$ cat config.mk
export PLATFORM = sky130hd
export DESIGN_NAME = gpio_bank
export DESIGN_NICKNAME = d
export VERILOG_FILES = /design/src/rtl/gpio_bank_pkg.sv /design/src/rtl/gpio_bank_sync.sv /design/src/rtl/gpio_bank_irq.sv /design/src/rtl/gpio_bank_regs.sv /design/src/rtl/gpio_bank.sv
export SDC_FILE = /design/constraint.sdc
export NUM_CORES = 1
export LEC_CHECK = 0
export BUFFER_PORTS_ARGS = -buffer_cell sky130_fd_sc_hd__buf_2
export CELL_PAD_IN_SITES_DETAIL_PLACEMENT = 2
export CELL_PAD_IN_SITES_GLOBAL_PLACEMENT = 2
export CORE_ASPECT_RATIO = 0.7
export CORE_UTILIZATION = 36
export DETAILED_ROUTE_END_ITERATION = 16
export HOLD_SLACK_MARGIN = 0.15
export PLACE_DENSITY = 0.82
export SYNTH_ARGS = -nofsm -noshare
export SYNTH_HDL_FRONTEND = slang
export SYNTH_HIERARCHICAL = 1
export SYNTH_SLANG_ARGS = --single-unit
export TNS_END_PERCENT = 5
$ cat constraint.sdc
create_clock -name clk -period 4 [get_ports clk]
set_input_delay 0.2 -clock clk [delete_from_list [all_inputs] [get_ports clk]]
set_output_delay 0.2 -clock clk [all_outputs]
set_load 0.01 [all_outputs]
$ cat src/rtl/gpio_bank_pkg.sv
`timescale 1ns/1ps
package gpio_bank_pkg;
  // Bank selector taken from the two address bits above the mask field
  typedef enum logic [1:0] {
    BANK_DATA = 2'd0,
    BANK_CTRL = 2'd1
  } bank_e;

  // Control register index taken from address bits [4:2]
  typedef enum logic [2:0] {
    CSR_OUTEN = 3'd0,
    CSR_SENSE = 3'd1,
    CSR_BOTH  = 3'd2,
    CSR_POL   = 3'd3,
    CSR_ENA   = 3'd4,
    CSR_RAW   = 3'd5,
    CSR_MSK   = 3'd6,
    CSR_CLR   = 3'd7
  } csr_sel_e;

  localparam int WORD_LSB = 2;
endpackage

$ cat src/rtl/gpio_bank_sync.sv
`timescale 1ns/1ps
module gpio_bank_sync #(
  parameter int WIDTH  = 8,
  parameter int STAGES = 2
) (
  input  logic             clk,
  input  logic             rst,
  input  logic [WIDTH-1:0] async_in,
  output logic [WIDTH-1:0] sync_out
);
  logic [WIDTH-1:0] stage_q [STAGES];

  always_ff @(posedge clk) begin
    if (rst) begin
      for (int s = 0; s < STAGES; s++) stage_q[s] <= '0;
    end else begin
      stage_q[0] <= async_in;
      for (int s = 1; s < STAGES; s++) stage_q[s] <= stage_q[s-1];
    end
  end

  assign sync_out = stage_q[STAGES-1];
endmodule

$ cat src/rtl/gpio_bank_irq.sv
`timescale 1ns/1ps
module gpio_bank_irq #(
  parameter int NUM_PINS = 8
) (
  input  logic                clk,
  input  logic                rst,
  input  logic [NUM_PINS-1:0] line_s,
  input  logic [NUM_PINS-1:0] sense_lvl,
  input  logic [NUM_PINS-1:0] both_edge,
  input  logic [NUM_PINS-1:0] pol_hi,
  input  logic [NUM_PINS-1:0] enable,
  input  logic [NUM_PINS-1:0] clr_bits,
  output logic [NUM_PINS-1:0] evt,
  output logic [NUM_PINS-1:0] edge_st,
  output logic [NUM_PINS-1:0] raw_st,
  output logic [NUM_PINS-1:0] msk_st
);
  logic [NUM_PINS-1:0] prev_q;

  always_ff @(posedge clk) begin
    if (rst) prev_q <= '0;
    else     prev_q <= line_s;
  end

  for (genvar g = 0; g < NUM_PINS; g++) begin : g_line
    logic rise, fall, hit;
    assign rise = line_s[g] & ~prev_q[g];
    assign fall = ~line_s[g] & prev_q[g];
    assign hit  = both_edge[g] ? (rise | fall) : (pol_hi[g] ? rise : fall);
    assign evt[g] = ~sense_lvl[g] & hit;

    // A new event has priority over a clear in the same cycle
    always_ff @(posedge clk) begin
      if (rst)              edge_st[g] <= 1'b0;
      else if (evt[g])      edge_st[g] <= 1'b1;
      else if (clr_bits[g]) edge_st[g] <= 1'b0;
    end

    assign raw_st[g] = sense_lvl[g] ? (pol_hi[g] ? line_s[g] : ~line_s[g])
                                    : edge_st[g];
    assign msk_st[g] = raw_st[g] & enable[g];
  end
endmodule

$ cat src/rtl/gpio_bank_regs.sv
`timescale 1ns/1ps
module gpio_bank_regs
  import gpio_bank_pkg::*;
#(
  parameter int NUM_PINS = 8,
  parameter int ADDR_W   = 12,
  parameter int DATA_W   = 32
) (
  input  logic                clk,
  input  logic                rst,
  input  logic                req_valid,
  input  logic                req_write,
  input  logic [ADDR_W-1:0]   req_addr,
  input  logic [DATA_W-1:0]   req_wdata,
  input  logic [NUM_PINS-1:0] line_s,
  input  logic [NUM_PINS-1:0] raw_st,
  input  logic [NUM_PINS-1:0] msk_st,
  output logic [NUM_PINS-1:0] data_q,
  output logic [NUM_PINS-1:0] outen_q,
  output logic [NUM_PINS-1:0] sense_q,
  output logic [NUM_PINS-1:0] both_q,
  output logic [NUM_PINS-1:0] pol_q,
  output logic [NUM_PINS-1:0] ena_q,
  output logic [NUM_PINS-1:0] clr_bits,
  output logic [DATA_W-1:0]   rd_data
);
  localparam int BANK_LSB = WORD_LSB + NUM_PINS;
  localparam int SEL_W    = 3;

  logic [NUM_PINS-1:0] mask;
  bank_e               bank;
  csr_sel_e            sel;
  logic                wr_data, wr_ctrl, rd_req;
  logic [NUM_PINS-1:0] wbits;
  logic [NUM_PINS-1:0] view;
  logic [NUM_PINS-1:0] rd_next;
  logic                unused_bits;

  assign mask    = req_addr[BANK_LSB-1:WORD_LSB];
  assign bank    = bank_e'(req_addr[BANK_LSB+1:BANK_LSB]);
  assign sel     = csr_sel_e'(req_addr[WORD_LSB+SEL_W-1:WORD_LSB]);
  assign wbits   = req_wdata[NUM_PINS-1:0];
  assign wr_data = req_valid & req_write & (bank == BANK_DATA);
  assign wr_ctrl = req_valid & req_write & (bank == BANK_CTRL);
  assign rd_req  = req_valid & ~req_write;
  assign unused_bits = ^{req_wdata, req_addr};

  // Per-line data bits, each gated by its own address mask bit
  for (genvar g = 0; g < NUM_PINS; g++) begin : g_data
    always_ff @(posedge clk) begin
      if (rst)                     data_q[g] <= 1'b0;
      else if (wr_data && mask[g]) data_q[g] <= wbits[g];
    end
  end

  always_ff @(posedge clk) begin
    if (rst) begin
      outen_q <= '0;
      sense_q <= '0;
      both_q  <= '0;
      pol_q   <= '0;
      ena_q   <= '0;
    end else if (wr_ctrl) begin
      case (sel)
        CSR_OUTEN: outen_q <= wbits;
        CSR_SENSE: sense_q <= wbits;
        CSR_BOTH:  both_q  <= wbits;
        CSR_POL:   pol_q   <= wbits;
        CSR_ENA:   ena_q   <= wbits;
        default:   ;
      endcase
    end
  end

  assign clr_bits = (wr_ctrl && sel == CSR_CLR) ? wbits : '0;

  assign view = (outen_q & data_q) | (~outen_q & line_s);

  always_comb begin
    rd_next = '0;
    if (bank == BANK_DATA) begin
      rd_next = view & mask;
    end else if (bank == BANK_CTRL) begin
      case (sel)
        CSR_OUTEN: rd_next = outen_q;
        CSR_SENSE: rd_next = sense_q;
        CSR_BOTH:  rd_next = both_q;
        CSR_POL:   rd_next = pol_q;
        CSR_ENA:   rd_next = ena_q;
        CSR_RAW:   rd_next = raw_st;
        CSR_MSK:   rd_next = msk_st;
        default:   rd_next = '0;
      endcase
    end
  end

  always_ff @(posedge clk) begin
    if (rst)         rd_data <= '0;
    else if (rd_req) rd_data <= {{(DATA_W-NUM_PINS){1'b0}}, rd_next};
  end
endmodule

$ cat src/rtl/gpio_bank.sv
`timescale 1ns/1ps
module gpio_bank #(
  parameter int NUM_PINS    = 8,
  parameter int ADDR_W      = 12,
  parameter int DATA_W      = 32,
  parameter int SYNC_STAGES = 2
) (
  input  logic                clk,
  input  logic                rst,
  input  logic                req_valid,
  input  logic                req_write,
  input  logic [ADDR_W-1:0]   req_addr,
  input  logic [DATA_W-1:0]   req_wdata,
  output logic [DATA_W-1:0]   rd_data,
  input  logic [NUM_PINS-1:0] pin_in,
  output logic [NUM_PINS-1:0] pin_out,
  output logic [NUM_PINS-1:0] pin_oe,
  output logic                irq
);
  logic [NUM_PINS-1:0] line_s;
  logic [NUM_PINS-1:0] data_q, outen_q, sense_q, both_q, pol_q, ena_q;
  logic [NUM_PINS-1:0] clr_bits, evt, edge_st, raw_st, msk_st;
  logic                irq_q;

  gpio_bank_sync #(.WIDTH(NUM_PINS), .STAGES(SYNC_STAGES)) u_sync (
    .clk(clk), .rst(rst), .async_in(pin_in), .sync_out(line_s)
  );

  gpio_bank_regs #(.NUM_PINS(NUM_PINS), .ADDR_W(ADDR_W), .DATA_W(DATA_W)) u_regs (
    .clk(clk), .rst(rst),
    .req_valid(req_valid), .req_write(req_write),
    .req_addr(req_addr), .req_wdata(req_wdata),
    .line_s(line_s), .raw_st(raw_st), .msk_st(msk_st),
    .data_q(data_q), .outen_q(outen_q), .sense_q(sense_q),
    .both_q(both_q), .pol_q(pol_q), .ena_q(ena_q),
    .clr_bits(clr_bits), .rd_data(rd_data)
  );

  gpio_bank_irq #(.NUM_PINS(NUM_PINS)) u_irq (
    .clk(clk), .rst(rst), .line_s(line_s),
    .sense_lvl(sense_q), .both_edge(both_q), .pol_hi(pol_q),
    .enable(ena_q), .clr_bits(clr_bits),
    .evt(evt), .edge_st(edge_st), .raw_st(raw_st), .msk_st(msk_st)
  );

  always_ff @(posedge clk) begin
    if (rst) irq_q <= 1'b0;
    else     irq_q <= |msk_st;
  end

  assign irq     = irq_q;
  assign pin_out = data_q;
  assign pin_oe  = outen_q;
endmodule

==> results.py <==
metrics = {
    "status": {
        "outcome": "complete, but fails checks",
        "violations": "design-rule violations",
    },
    "grt": {
        "antenna_found_initial": 0,
        "grt_pass1_wl_mm": 22.0,
        "grt_pass1_vias": 3959,
        "grt_overflow": 0,
        "grt_start_max_net_pins": 52,
        "grt.total_usage": 0.213,
    },
    "critical_path": {
        "worstPathCellList": "buf_2, nor2b_1, nor3b_1, buf_4, mux2i_1, nor2_1",
        "max_stage_delay_ps": 770,
        "cp-start-kind": "input port",
        "critPathBufInv": 2,
        "cp_top_family": "simple AND/OR/NAND/NOR gates",
        "regToRegStartpoint": "u_sync/stage_q[0][9]$_SDFF_PP0_",
        "reg2reg_depth": 6,
        "reg2reg_to": "u_regs/rd_data[1]$_SDFFE_PP0P_",
        "end_kind": "flop",
        "cpMaxStageDelayCell": "nor3b_1",
        "r2r_slack_ps": 2070,
        "crit_arrival_ps": 2400,
        "path_class": "input port to flop",
        "critical_path_required_ps": 4200,
        "worst-path-max-fanout": 30,
    },
    "timing": {
        "period_minus_slack_ps": 2210,
        "hold_viol": 0,
        "max_freq_mhz": 453,
        "fin_skew_ps": 5.26,
        "worst_slew_pin_slew_ps": 1100,
        "drv_slew": 0,
        "min_period_over_period": 0.551,
        "setup_violations": 0,
        "finalSetupTns_ps": 0,
        "rsz0062_at_grt": "false",
        "max_slew_margin": 0.263,
    },
    "detailed_routing": {
        "wirelength_mm": 13.8,
        "drt_iter0_markers": 159,
        "via_count": 3549,
        "viasPerCell": 5.20,
        "drt_pass1_iterations": 10,
        "drc_errors": 6,
        "routedWlPerCell_um": 20.2,
        "ant_nets": 0,
    },
    "cells_and_area": {
        "area_delta_synth_final_pct": 13.5,
        "n_antenna_cell": 0,
        "drive_above_1_share": 0.250,
        "layout.nets": 589,
    },
    "synth": {
        "ys_warn_count": 6,
        "synth_area_sq_um": 4700,
        "syn-instance-count": 475,
        "avgSynthCellArea_sq_um": 9.89,
    },
    "pwr": {
        "netSwitchingPower_w": 0.000472,
        "peakVddDrop_mv": 0.186,
        "power_density_nw_per_um2": 375,
        "power_frac_seq": 0.458,
        "p_int_w": 0.00153,
        "power_frac_clock": 0.462,
        "swShare": 0.236,
        "p_total_w": 0.00200,
        "leakage_nw": 2.21,
        "p_comb_frac": 0.080,
    },
    "min_path": {
        "holdPathStages": 3,
        "min_to": "u_regs/data_q[2]$_SDFFE_PP0P_",
        "worstHoldStart": "req_wdata[2]",
        "min-delay-path-class": "input port to flop",
    },
    "clocking": {
        "clock_path_buffers": 2,
        "numCtsBuffers": 9,
        "cts_setup_buffers": 0,
        "insertion_delay_ps": 340,
        "cts_htree_levels": 3,
        "cts-root-buf": "clkbuf_16",
        "cts_resized": 0,
        "clkSlewWorstSetupHoldPaths_ps": 60,
        "cts_tree": "built",
        "numClockSinks": 89,
    },
    "floorplan": {
        "die-area_sq_um": 13500,
        "core_region_area_sq_um": 12600,
        "dieHeight_um": 97.6,
        "die_w_um": 139,
        "rows": 34,
        "io_pins": 105,
        "initial_utilization": 0.373,
    },
    "flow_run": {
        "drv_cap": 0,
    },
    "placement": {
        "gp_congestion": 0.770,
        "portBuffers": 54,
        "hpwl_mm": 9.47,
    },
}
-- state kept, by name (all words and copies together), names as in the netlist --
signal          flops
u_regs/outen_q      8
irq                 1
u_regs/both_q       8
u_regs/rd_data      8
u_sync/stage_q     16
u_regs/sense_q      8
u_regs/pol_q        8
u_regs/data_q       8
u_irq/prev_q        8
u_regs/ena_q        8
u_irq/edge_st       8
-- per-stage QoR --
| stage | instance area, sq um | hold slack [ps] | instances | utilization | setup slack (ps) |
|---|---|---|---|---|---|
| floorplan | 4790 | 269 | 498 | - | 2270 |
| global placement | 4920 | 411 | 659 | 0.391 | 1550 |
| detailed placement | 4920 | 416 | 659 | 0.391 | 1430 |
| CTS | 5330 | 186 | 683 | 0.424 | 1770 |
| global route | 5330 | 212 | 683 | 0.424 | 1620 |
| finish | 5330 | 199 | 683 | 0.424 | 1790 |
-- power groups by stage --
stage          Clock, W  Sequential (W)  Combinational, W
2_1_floorplan         0        0.000929          0.000122
3_3_place_gp          0        0.000934          0.000144
3_5_place_dp          0        0.000936          0.000151
4_1_cts        0.000948        0.000916          0.000159
5_1_grt        0.000983        0.000917          0.000174
6_report       0.000924        0.000916          0.000159
-- worst min-delay path, delay by kind of cell --
family,cells,cell delay (ps)
AOI/OAI and AO/OA,1,60
buffers and inverters,1,150
and+or+nand+nor,1,80
-- cells in the final DEF (no fill, tap or decap), types with 2 or more instances in the layout --
cell type	count
conb_1	24
a32oi_1	4
mux2i_1	52
nand4_1	8
nor2b_2	7
mux4_2	8
dfxtp_1	89
nor2_1	54
o211ai_1	10
o211a_1	3
and2b_2	6
nor4_4	2
a21oi_1	21
and2_4	8
buf_2	54
and2_1	8
clkbuf_16	9
nand2b_1	10
dlygate4sd3_1	9
bufinv_16	2
o21ai_1	8
mux2_2	16
mux2_4	8
nand3_1	4
inv_1	16
xnor2_1	8
nand3b_1	5
o21ai_0	11
nor4_1	2
buf_4	2
nand2_1	14
a21o_1	3
ha_1	16
nor2b_1	5
-- final cells by class --
type | count | area (sq um)
multi-input cells | 336 | 2590
fillers | 1375 | 7260
clock inverters | 4 | 76.3
inverters | 16 | 60.1
well taps | 162 | 203
repair buffers | 65 | 375
clock buffers | 11 | 243
flip-flops and latches | 89 | 1780
-- how the worst max path moves through the flow --
stage                                startpoint                              to  depth (start not counted)
2_1_floorplan  u_sync/stage_q[0][10]$_SDFF_PP0_  u_regs/rd_data[2]$_SDFFE_PP0P_                          7
3_3_place_gp                        req_addr[4]    u_regs/ena_q[7]$_SDFFE_PP0P_                          6
3_5_place_dp                        req_addr[4]    u_regs/ena_q[5]$_SDFFE_PP0P_                          6
4_1_cts                             req_addr[4]    u_regs/ena_q[5]$_SDFFE_PP0P_                          6
5_1_grt                             req_addr[4]    u_regs/ena_q[5]$_SDFFE_PP0P_                          6
6_report                            req_addr[4]    u_regs/ena_q[5]$_SDFFE_PP0P_                          6
-- routing by layer --
layer  vias up  global-route usage  wire, um
li1       1673                   -         -
met1      1784               0.269      6220
met2        65               0.362      6790
met3        27              0.0419       488
met4         0              0.0795       293
met5         -                   0         0
-- what timing repair did --
item / in CTS / in global routing
hold buffers: 9 / 0
endpoints found under the hold margin: 9 / 0
endpoints found under the setup margin: 0 / 0
Note: power is estimated with default switching activity, not from simulation.
